**src/rtl/attr_mb_pkg.sv**
```systemverilog
package attr_mb_pkg;
  localparam int WORD_W   = 32;
  localparam int REQ_BIT  = 15;

  localparam logic [7:0] OP_LPBK    = 8'h40;
  localparam logic [7:0] OP_READY   = 8'h0D;
  localparam logic [7:0] OP_TSTATE  = 8'h49;
  localparam logic [7:0] OP_CNT_LO  = 8'h4A;
  localparam logic [7:0] OP_CNT_MID = 8'h4B;
  localparam logic [7:0] OP_CNT_HI  = 8'h4C;
  localparam logic [7:0] OP_BERT    = 8'h0F;
  localparam logic [7:0] OP_PATTERN = 8'h41;
  localparam logic [7:0] OP_INJECT  = 8'h42;
  localparam logic [7:0] OP_CNTCFG  = 8'h45;

  localparam logic [7:0] BERT_GO    = 8'h20;
  localparam logic [7:0] BERT_HALT  = 8'h21;
  localparam logic [7:0] BERT_INJ   = 8'h23;

  typedef enum logic [1:0] {HS_IDLE, HS_WAIT, HS_DONE} hs_state_e;

  // Data captured into the upper half of the status word for read opcodes.
  function automatic logic [15:0] read_slice(input logic [7:0]  op,
                                             input logic [15:0] ready,
                                             input logic [1:0]  tstate,
                                             input logic [31:0] errs);
    logic [15:0] r;
    case (op)
      OP_READY:   r = ready;
      OP_TSTATE:  r = {6'b0, tstate, 8'b0};
      OP_CNT_LO:  r = {4'b0, errs[11:0]};
      OP_CNT_MID: r = errs[27:12];
      OP_CNT_HI:  r = {12'b0, errs[31:28]};
      default:    r = '0;
    endcase
    return r;
  endfunction

  function automatic logic [WORD_W-1:0] status_word(input logic [15:0] data,
                                                    input logic ack,
                                                    input logic busy);
    return {data, ack, busy, 14'b0};
  endfunction
endpackage

```
**src/rtl/mb_bus_port.sv**
```systemverilog
module mb_bus_port
  import attr_mb_pkg::*;
#(
  parameter int ADDR_W = 20,
  parameter logic [ADDR_W-1:0] CMD_ADDR  = ADDR_W'(20'h9003C),
  parameter logic [ADDR_W-1:0] STAT_ADDR = ADDR_W'(20'h90040)
) (
  input  logic              clk,
  input  logic              rst_n,
  input  logic              bus_wr,
  input  logic [ADDR_W-1:0] bus_addr,
  input  logic [WORD_W-1:0] bus_wdata,
  input  logic [WORD_W-1:0] status,
  output logic              cmd_wr,
  output logic [WORD_W-1:0] bus_rdata
);
  logic [WORD_W-1:0] cmd_shadow;

  assign cmd_wr = bus_wr && (bus_addr == CMD_ADDR);

  always_ff @(posedge clk) begin
    if (!rst_n)      cmd_shadow <= '0;
    else if (cmd_wr) cmd_shadow <= bus_wdata;
  end

  always_comb begin
    if (bus_addr == CMD_ADDR)       bus_rdata = cmd_shadow;
    else if (bus_addr == STAT_ADDR) bus_rdata = status;
    else                            bus_rdata = '0;
  end
endmodule

```
**src/rtl/mb_handshake.sv**
```systemverilog
module mb_handshake
  import attr_mb_pkg::*;
#(
  parameter int ACK_LAT = 3
) (
  input  logic        clk,
  input  logic        rst_n,
  input  logic        cmd_wr,
  input  logic        cmd_req,
  input  logic [7:0]  cmd_op,
  input  logic [15:0] cmd_arg,
  output logic        busy,
  output logic        ack,
  output logic        exec_fire,
  output logic        clear_fire,
  output logic [7:0]  op_q,
  output logic [15:0] arg_q
);
  localparam int CNT_W = $clog2(ACK_LAT) + 1;
  localparam logic [CNT_W-1:0] LAST = CNT_W'(ACK_LAT - 1);

  hs_state_e        state;
  logic [CNT_W-1:0] wait_cnt;

  assign busy       = (state == HS_WAIT);
  assign ack        = (state == HS_DONE);
  assign exec_fire  = busy && (wait_cnt == LAST);
  assign clear_fire = ack && cmd_wr && !cmd_req;

  always_ff @(posedge clk) begin
    if (!rst_n) begin
      state    <= HS_IDLE;
      wait_cnt <= '0;
      op_q     <= '0;
      arg_q    <= '0;
    end else begin
      case (state)
        HS_IDLE: if (cmd_wr && cmd_req) begin
          state    <= HS_WAIT;
          wait_cnt <= '0;
          op_q     <= cmd_op;
          arg_q    <= cmd_arg;
        end
        HS_WAIT: if (exec_fire) state <= HS_DONE;
                 else           wait_cnt <= wait_cnt + 1'b1;
        HS_DONE: if (clear_fire) state <= HS_IDLE;
        default: state <= HS_IDLE;
      endcase
    end
  end
endmodule

```
**src/rtl/mb_cmd_exec.sv**
```systemverilog
module mb_cmd_exec
  import attr_mb_pkg::*;
#(
  parameter int LANES = 4
) (
  input  logic             clk,
  input  logic             rst_n,
  input  logic             exec_fire,
  input  logic             clear_fire,
  input  logic [7:0]       op,
  input  logic [15:0]      arg,
  input  logic [LANES-1:0] lane_rdy,
  input  logic [1:0]       bert_state,
  input  logic [31:0]      bert_errs,
  output logic [15:0]      data_q,
  output logic             lpbk_en,
  output logic [15:0]      pat_sel,
  output logic [15:0]      inj_count,
  output logic [7:0]       cnt_cfg,
  output logic             bert_start,
  output logic             bert_stop,
  output logic             bert_inject
);
  logic [15:0] ready_ext;

  if (LANES < 16) begin : g_pad
    assign ready_ext = {{(16-LANES){1'b0}}, lane_rdy};
  end else begin : g_full
    assign ready_ext = lane_rdy;
  end

  logic is_bert;
  assign is_bert = exec_fire && (op == OP_BERT);

  always_ff @(posedge clk) begin
    if (!rst_n) begin
      data_q      <= '0;
      lpbk_en     <= 1'b0;
      pat_sel     <= '0;
      inj_count   <= '0;
      cnt_cfg     <= '0;
      bert_start  <= 1'b0;
      bert_stop   <= 1'b0;
      bert_inject <= 1'b0;
    end else begin
      bert_start  <= is_bert && (arg[7:0] == BERT_GO);
      bert_stop   <= is_bert && (arg[7:0] == BERT_HALT);
      bert_inject <= is_bert && (arg[7:0] == BERT_INJ);
      if (exec_fire) begin
        data_q <= read_slice(op, ready_ext, bert_state, bert_errs);
        case (op)
          OP_LPBK:    lpbk_en   <= arg[1];
          OP_PATTERN: pat_sel   <= arg;
          OP_INJECT:  inj_count <= arg;
          OP_CNTCFG:  cnt_cfg   <= arg[7:0];
          default: ;
        endcase
      end else if (clear_fire) begin
        data_q <= '0;
      end
    end
  end
endmodule

```
**src/rtl/attr_mailbox_resp.sv**
```systemverilog
module attr_mailbox_resp
  import attr_mb_pkg::*;
#(
  parameter int ADDR_W  = 20,
  parameter logic [ADDR_W-1:0] CMD_ADDR  = ADDR_W'(20'h9003C),
  parameter logic [ADDR_W-1:0] STAT_ADDR = ADDR_W'(20'h90040),
  parameter int LANES   = 4,
  parameter int ACK_LAT = 3
) (
  input  logic              clk,
  input  logic              rst_n,
  input  logic              bus_wr,
  input  logic [ADDR_W-1:0] bus_addr,
  input  logic [31:0]       bus_wdata,
  output logic [31:0]       bus_rdata,
  input  logic [LANES-1:0]  lane_rdy,
  input  logic [1:0]        bert_state,
  input  logic [31:0]       bert_errs,
  output logic              lpbk_en,
  output logic [15:0]       pat_sel,
  output logic [15:0]       inj_count,
  output logic [7:0]        cnt_cfg,
  output logic              bert_start,
  output logic              bert_stop,
  output logic              bert_inject
);
  // Named internal events, visible to the bound checker.
  logic        cmd_wr;
  logic        hs_busy;
  logic        hs_ack;
  logic        exec_fire;
  logic        clear_fire;
  logic [7:0]  op_q;
  logic [15:0] arg_q;
  logic [15:0] ret_data;
  logic [31:0] status;

  assign status = status_word(ret_data, hs_ack, hs_busy);

  mb_bus_port #(
    .ADDR_W(ADDR_W), .CMD_ADDR(CMD_ADDR), .STAT_ADDR(STAT_ADDR)
  ) u_port (
    .clk(clk), .rst_n(rst_n), .bus_wr(bus_wr), .bus_addr(bus_addr),
    .bus_wdata(bus_wdata), .status(status), .cmd_wr(cmd_wr),
    .bus_rdata(bus_rdata)
  );

  mb_handshake #(.ACK_LAT(ACK_LAT)) u_hs (
    .clk(clk), .rst_n(rst_n), .cmd_wr(cmd_wr),
    .cmd_req(bus_wdata[REQ_BIT]), .cmd_op(bus_wdata[7:0]),
    .cmd_arg(bus_wdata[31:16]), .busy(hs_busy), .ack(hs_ack),
    .exec_fire(exec_fire), .clear_fire(clear_fire),
    .op_q(op_q), .arg_q(arg_q)
  );

  mb_cmd_exec #(.LANES(LANES)) u_exec (
    .clk(clk), .rst_n(rst_n), .exec_fire(exec_fire),
    .clear_fire(clear_fire), .op(op_q), .arg(arg_q),
    .lane_rdy(lane_rdy), .bert_state(bert_state), .bert_errs(bert_errs),
    .data_q(ret_data), .lpbk_en(lpbk_en), .pat_sel(pat_sel),
    .inj_count(inj_count), .cnt_cfg(cnt_cfg), .bert_start(bert_start),
    .bert_stop(bert_stop), .bert_inject(bert_inject)
  );
endmodule

```
**config.mk**
```make
export PLATFORM = sky130hd
export DESIGN_NAME = attr_mailbox_resp
export DESIGN_NICKNAME = d
export VERILOG_FILES = /design/src/rtl/attr_mb_pkg.sv /design/src/rtl/mb_bus_port.sv /design/src/rtl/mb_handshake.sv /design/src/rtl/mb_cmd_exec.sv /design/src/rtl/attr_mailbox_resp.sv
export SDC_FILE = /design/constraint.sdc
export NUM_CORES = 1
export LEC_CHECK = 0
export BUFFER_PORTS_ARGS = -buffer_cell sky130_fd_sc_hd__buf_4
export CORE_MARGIN = 8
export CORE_UTILIZATION = 51
export CTS_CLUSTER_SIZE = 28
export DETAILED_ROUTE_END_ITERATION = 10
export HOLD_SLACK_MARGIN = 0.03
export PLACE_DENSITY = 0.81
export SLEW_MARGIN = 25
export SYNTH_ARGS = -nofsm -noshare
export SYNTH_HDL_FRONTEND = slang
export SYNTH_SLANG_ARGS = --single-unit
```
**constraint.sdc**
```tcl
create_clock -name clk -period 2.7 [get_ports clk]
set_input_delay 0.54 -clock clk [delete_from_list [all_inputs] [get_ports clk]]
set_output_delay 0.54 -clock clk [all_outputs]
set_load 0.02 [all_outputs]
```
==> out/results.txt <==
outcome: complete, no violations
Via density: 5.488
Critical Path End Type: primary output
CTS Root Cell: clkbuf_8
Hold WC Path Type: input pin to flip-flop
Leak: 0.002925 uW
htree depth: 4
Yosys reg bits: 121
final-stage net count: 842
Slew Limit Headroom: 55.19%
Commonest cells post-synth: nand2_1, dfxtp_1, a21boi_0
EDFF count, synth: 0
largest net degree at the start of global routing: 56
pre-CTS setup slack: 0.1867 ns
post-route antenna net violation count: 0
n_diodes: 0
critical path fanouts, max: 18
CP delay by family, top: simple AND/OR/NAND/NOR gates
Avg Cell Area, Syn: 9.135 um^2
Peak supply drop: 591.2 uV
distinct cell type count after synthesis: 54
Slew Viols, Final: 0
Initial Util: 52.38%
dpl hpwl: 11980 um
mapped cell area: 0.005408 mm^2
First-pass DRT Iterations: 5
layout cells sized above 1: 32.37%
Async SR Flop Fraction: 0%
total grt overflow: 0
Inst Count DP: 864
vias in the first global route: 5262
Hold Vio Cnt, Final: 0
Synth area leader: dfxtp_1
CTS tree: yes
register area: 0.002422 mm^2
worst-path cell chain: buf_4, nor4_1, and4_1, and3_1, buf_12, a22o_1, buf_4
drt wl/cell: 17.83 um
insertion delay of the later-clocked pin in the worst-skew pair: 0.52 ns
Layout area overhead: 33.11%
Worst Tran Pin Value: 0.6722 ns
RePlAce Congestion: 0.8804
most frequent CP cell: buf_4
Core Rows: 37
max-cap violation count: 0
register area share after synthesis: 44.79%
Initial DRC Count: 282
largest cells by area after synthesis: dfxtp_1, nand2_1, a21boi_0
multi-input logic area: 0.002689 mm^2
WS Path Type: input pin to primary output
Core Area: 0.01032 mm^2
Final Skew: 0.009659 ns
Die W: 119.0 um
DRC Markers: 0
Post-CTS Setup Bufs: 0
initial antenna violation count: 0
RSZ-0062 raised after global routing: no
Syn Nets: 687
Synth top area share: 44.79%
CP arrival: 1.98 ns
kind of start point of the critical path: input pin
setup TNS: 0 ns
filler instances: 808
Final Critical Period: 2.519 ns
Post-synth top flop: dfxtp_1
Peak Freq: 0.3970 GHz
warning count from the yosys run: 0
cts repair resizes: 0
Setup Viol. Count Final: 0
clk buf depth: 2
Reg clk slew, reported paths: 0.06 ns
final worst path period share: 93.29%
count leader, synth: nand2_1
CTS Buf Count: 17
Syn Inst Count: 592
PortBufs: 168
DRT Wirelength: 15970 um
first-pass GRT wire length: 26000 um
CP max stage delay: 0.34 ns
hold-fix buffers at CTS: 0
die area: 0.01415 mm^2
WP buf/inv: 3
GRT Util Overall: 22.32%
WP data required: 2.16 ns
PnR worst setup slack: 0.1811 ns
Non-Filler Instances: 896
I/O pin cnt: 169
Slowest-stage cell, CP: and4_1
die height: 119.0 um
via count: 4917
P per Cell Area: 549.6 mW/mm^2
clk sink count: 121
-- layout make-up --
| cell class | instances | share of cell area (%) |
|---|---|---|
| sequential | 121 | 33.65 |
| multi-input combinational | 423 | 37.35 |
| clock inverter | 12 | 1.443 |
| tap | 136 | 2.364 |
| clock buffer | 20 | 5.910 |
| inverter | 5 | 0.2607 |
| timing repair buffer | 179 | 19.02 |
-- kinds of logic after synthesis --
family | share of synthesized area, %
AOI/OAI and AO/OA | 23.11
muxes | 2.291
DFF | 44.79
buffers and inverters | 5.483
adders and majority gates | 0.4627
and+or+nand+nor | 23.86
-- metal layers --
| layer | GRT usage, % | wire length, um |
|---|---|---|
| met4 | 7.826 | 221 |
| met1 | 23.88 | 6354 |
| met2 | 39.67 | 8231 |
| met3 | 8.219 | 1164 |
| met5 | 0 | 0 |
-- worst register-to-register path, delay by kind of cell, from the launching register on --
| kind | cells | cell delay, ns |
|---|---|---|
| flip-flops | 1 | 0.33 |
| AO/OA/AOI/OAI | 1 | 0.18 |
| AND/OR/NAND/NOR | 4 | 1.52 |
-- final timing paths --
| path | end | slack, ns | start | depth (start not counted) |
|---|---|---|---|---|
| worst max-delay path | bus_rdata[28] | 0.18 | bus_addr[10] | 7 |
| worst min-delay path | u_exec.data_q[14] | 0.23 | bert_errs[26] | 2 |
| worst max register to register | u_exec.pat_sel[11] | 0.61 | u_hs.op_q[7] | 5 |
| worst min register to register | u_port.cmd_shadow[11] | 0.46 | u_port.cmd_shadow[11] | 2 |
-- state kept, by name, summed over array words and instances, names as in the netlist --
name / cells
u_port.cmd_shadow: 32
u_exec.data_q: 16
u_exec.inj_count: 16
u_exec.pat_sel: 16
u_hs.arg_q: 16
u_exec.cnt_cfg: 8
u_hs.op_q: 8
u_hs.wait_cnt: 3
u_hs.state: 2
u_exec.bert_inject: 1
u_exec.bert_start: 1
u_exec.bert_stop: 1
u_exec.lpbk_en: 1
-- power breakdown --
part	leakage [uW]	internal [uW]	switching, uW
Sequential	0.000974	1790	0.000371
Clock	0.000254	1210	787
Combinational	0.00170	111	59.8
Total	0.00292	3110	847
-- metrics by stage --
| step | hold slack [ns] | cell area, um^2 | power [uW] | utilization (%) |
|---|---|---|---|---|
| global route | 0.2157 | 7198 | 4079 | 69.72 |
| detailed placement | 0.4521 | 6669 | 1994 | 64.60 |
| global placement | 0.4440 | 6669 | 1992 | 64.60 |
| floorplan | 0.4310 | 5408 | 1874 | - |
| finish | 0.2319 | 7198 | 3956 | 69.72 |
| CTS | 0.2086 | 7198 | 3985 | 69.72 |
-- layout by cell type, fill, tap and decap left out, drive strengths merged, types with 3 or more instances in the layout --
master and instances:
nor4 3, and3 21, mux2 3, a21boi 89, clkinvlp 3, mux2i 9
nor2b 14, clkinv 8, nand4 4, o21ai 3, nor2 8, nand2 183
inv 5, o2bb2ai 12, nand3 4, clkbuf 20, a22oi 6, a22o 28
and2b 3, dfxtp 121, a221oi 4, buf 179, and4 5, nor4b 4
No activity file was read; power rests on OpenSTA's default activity.
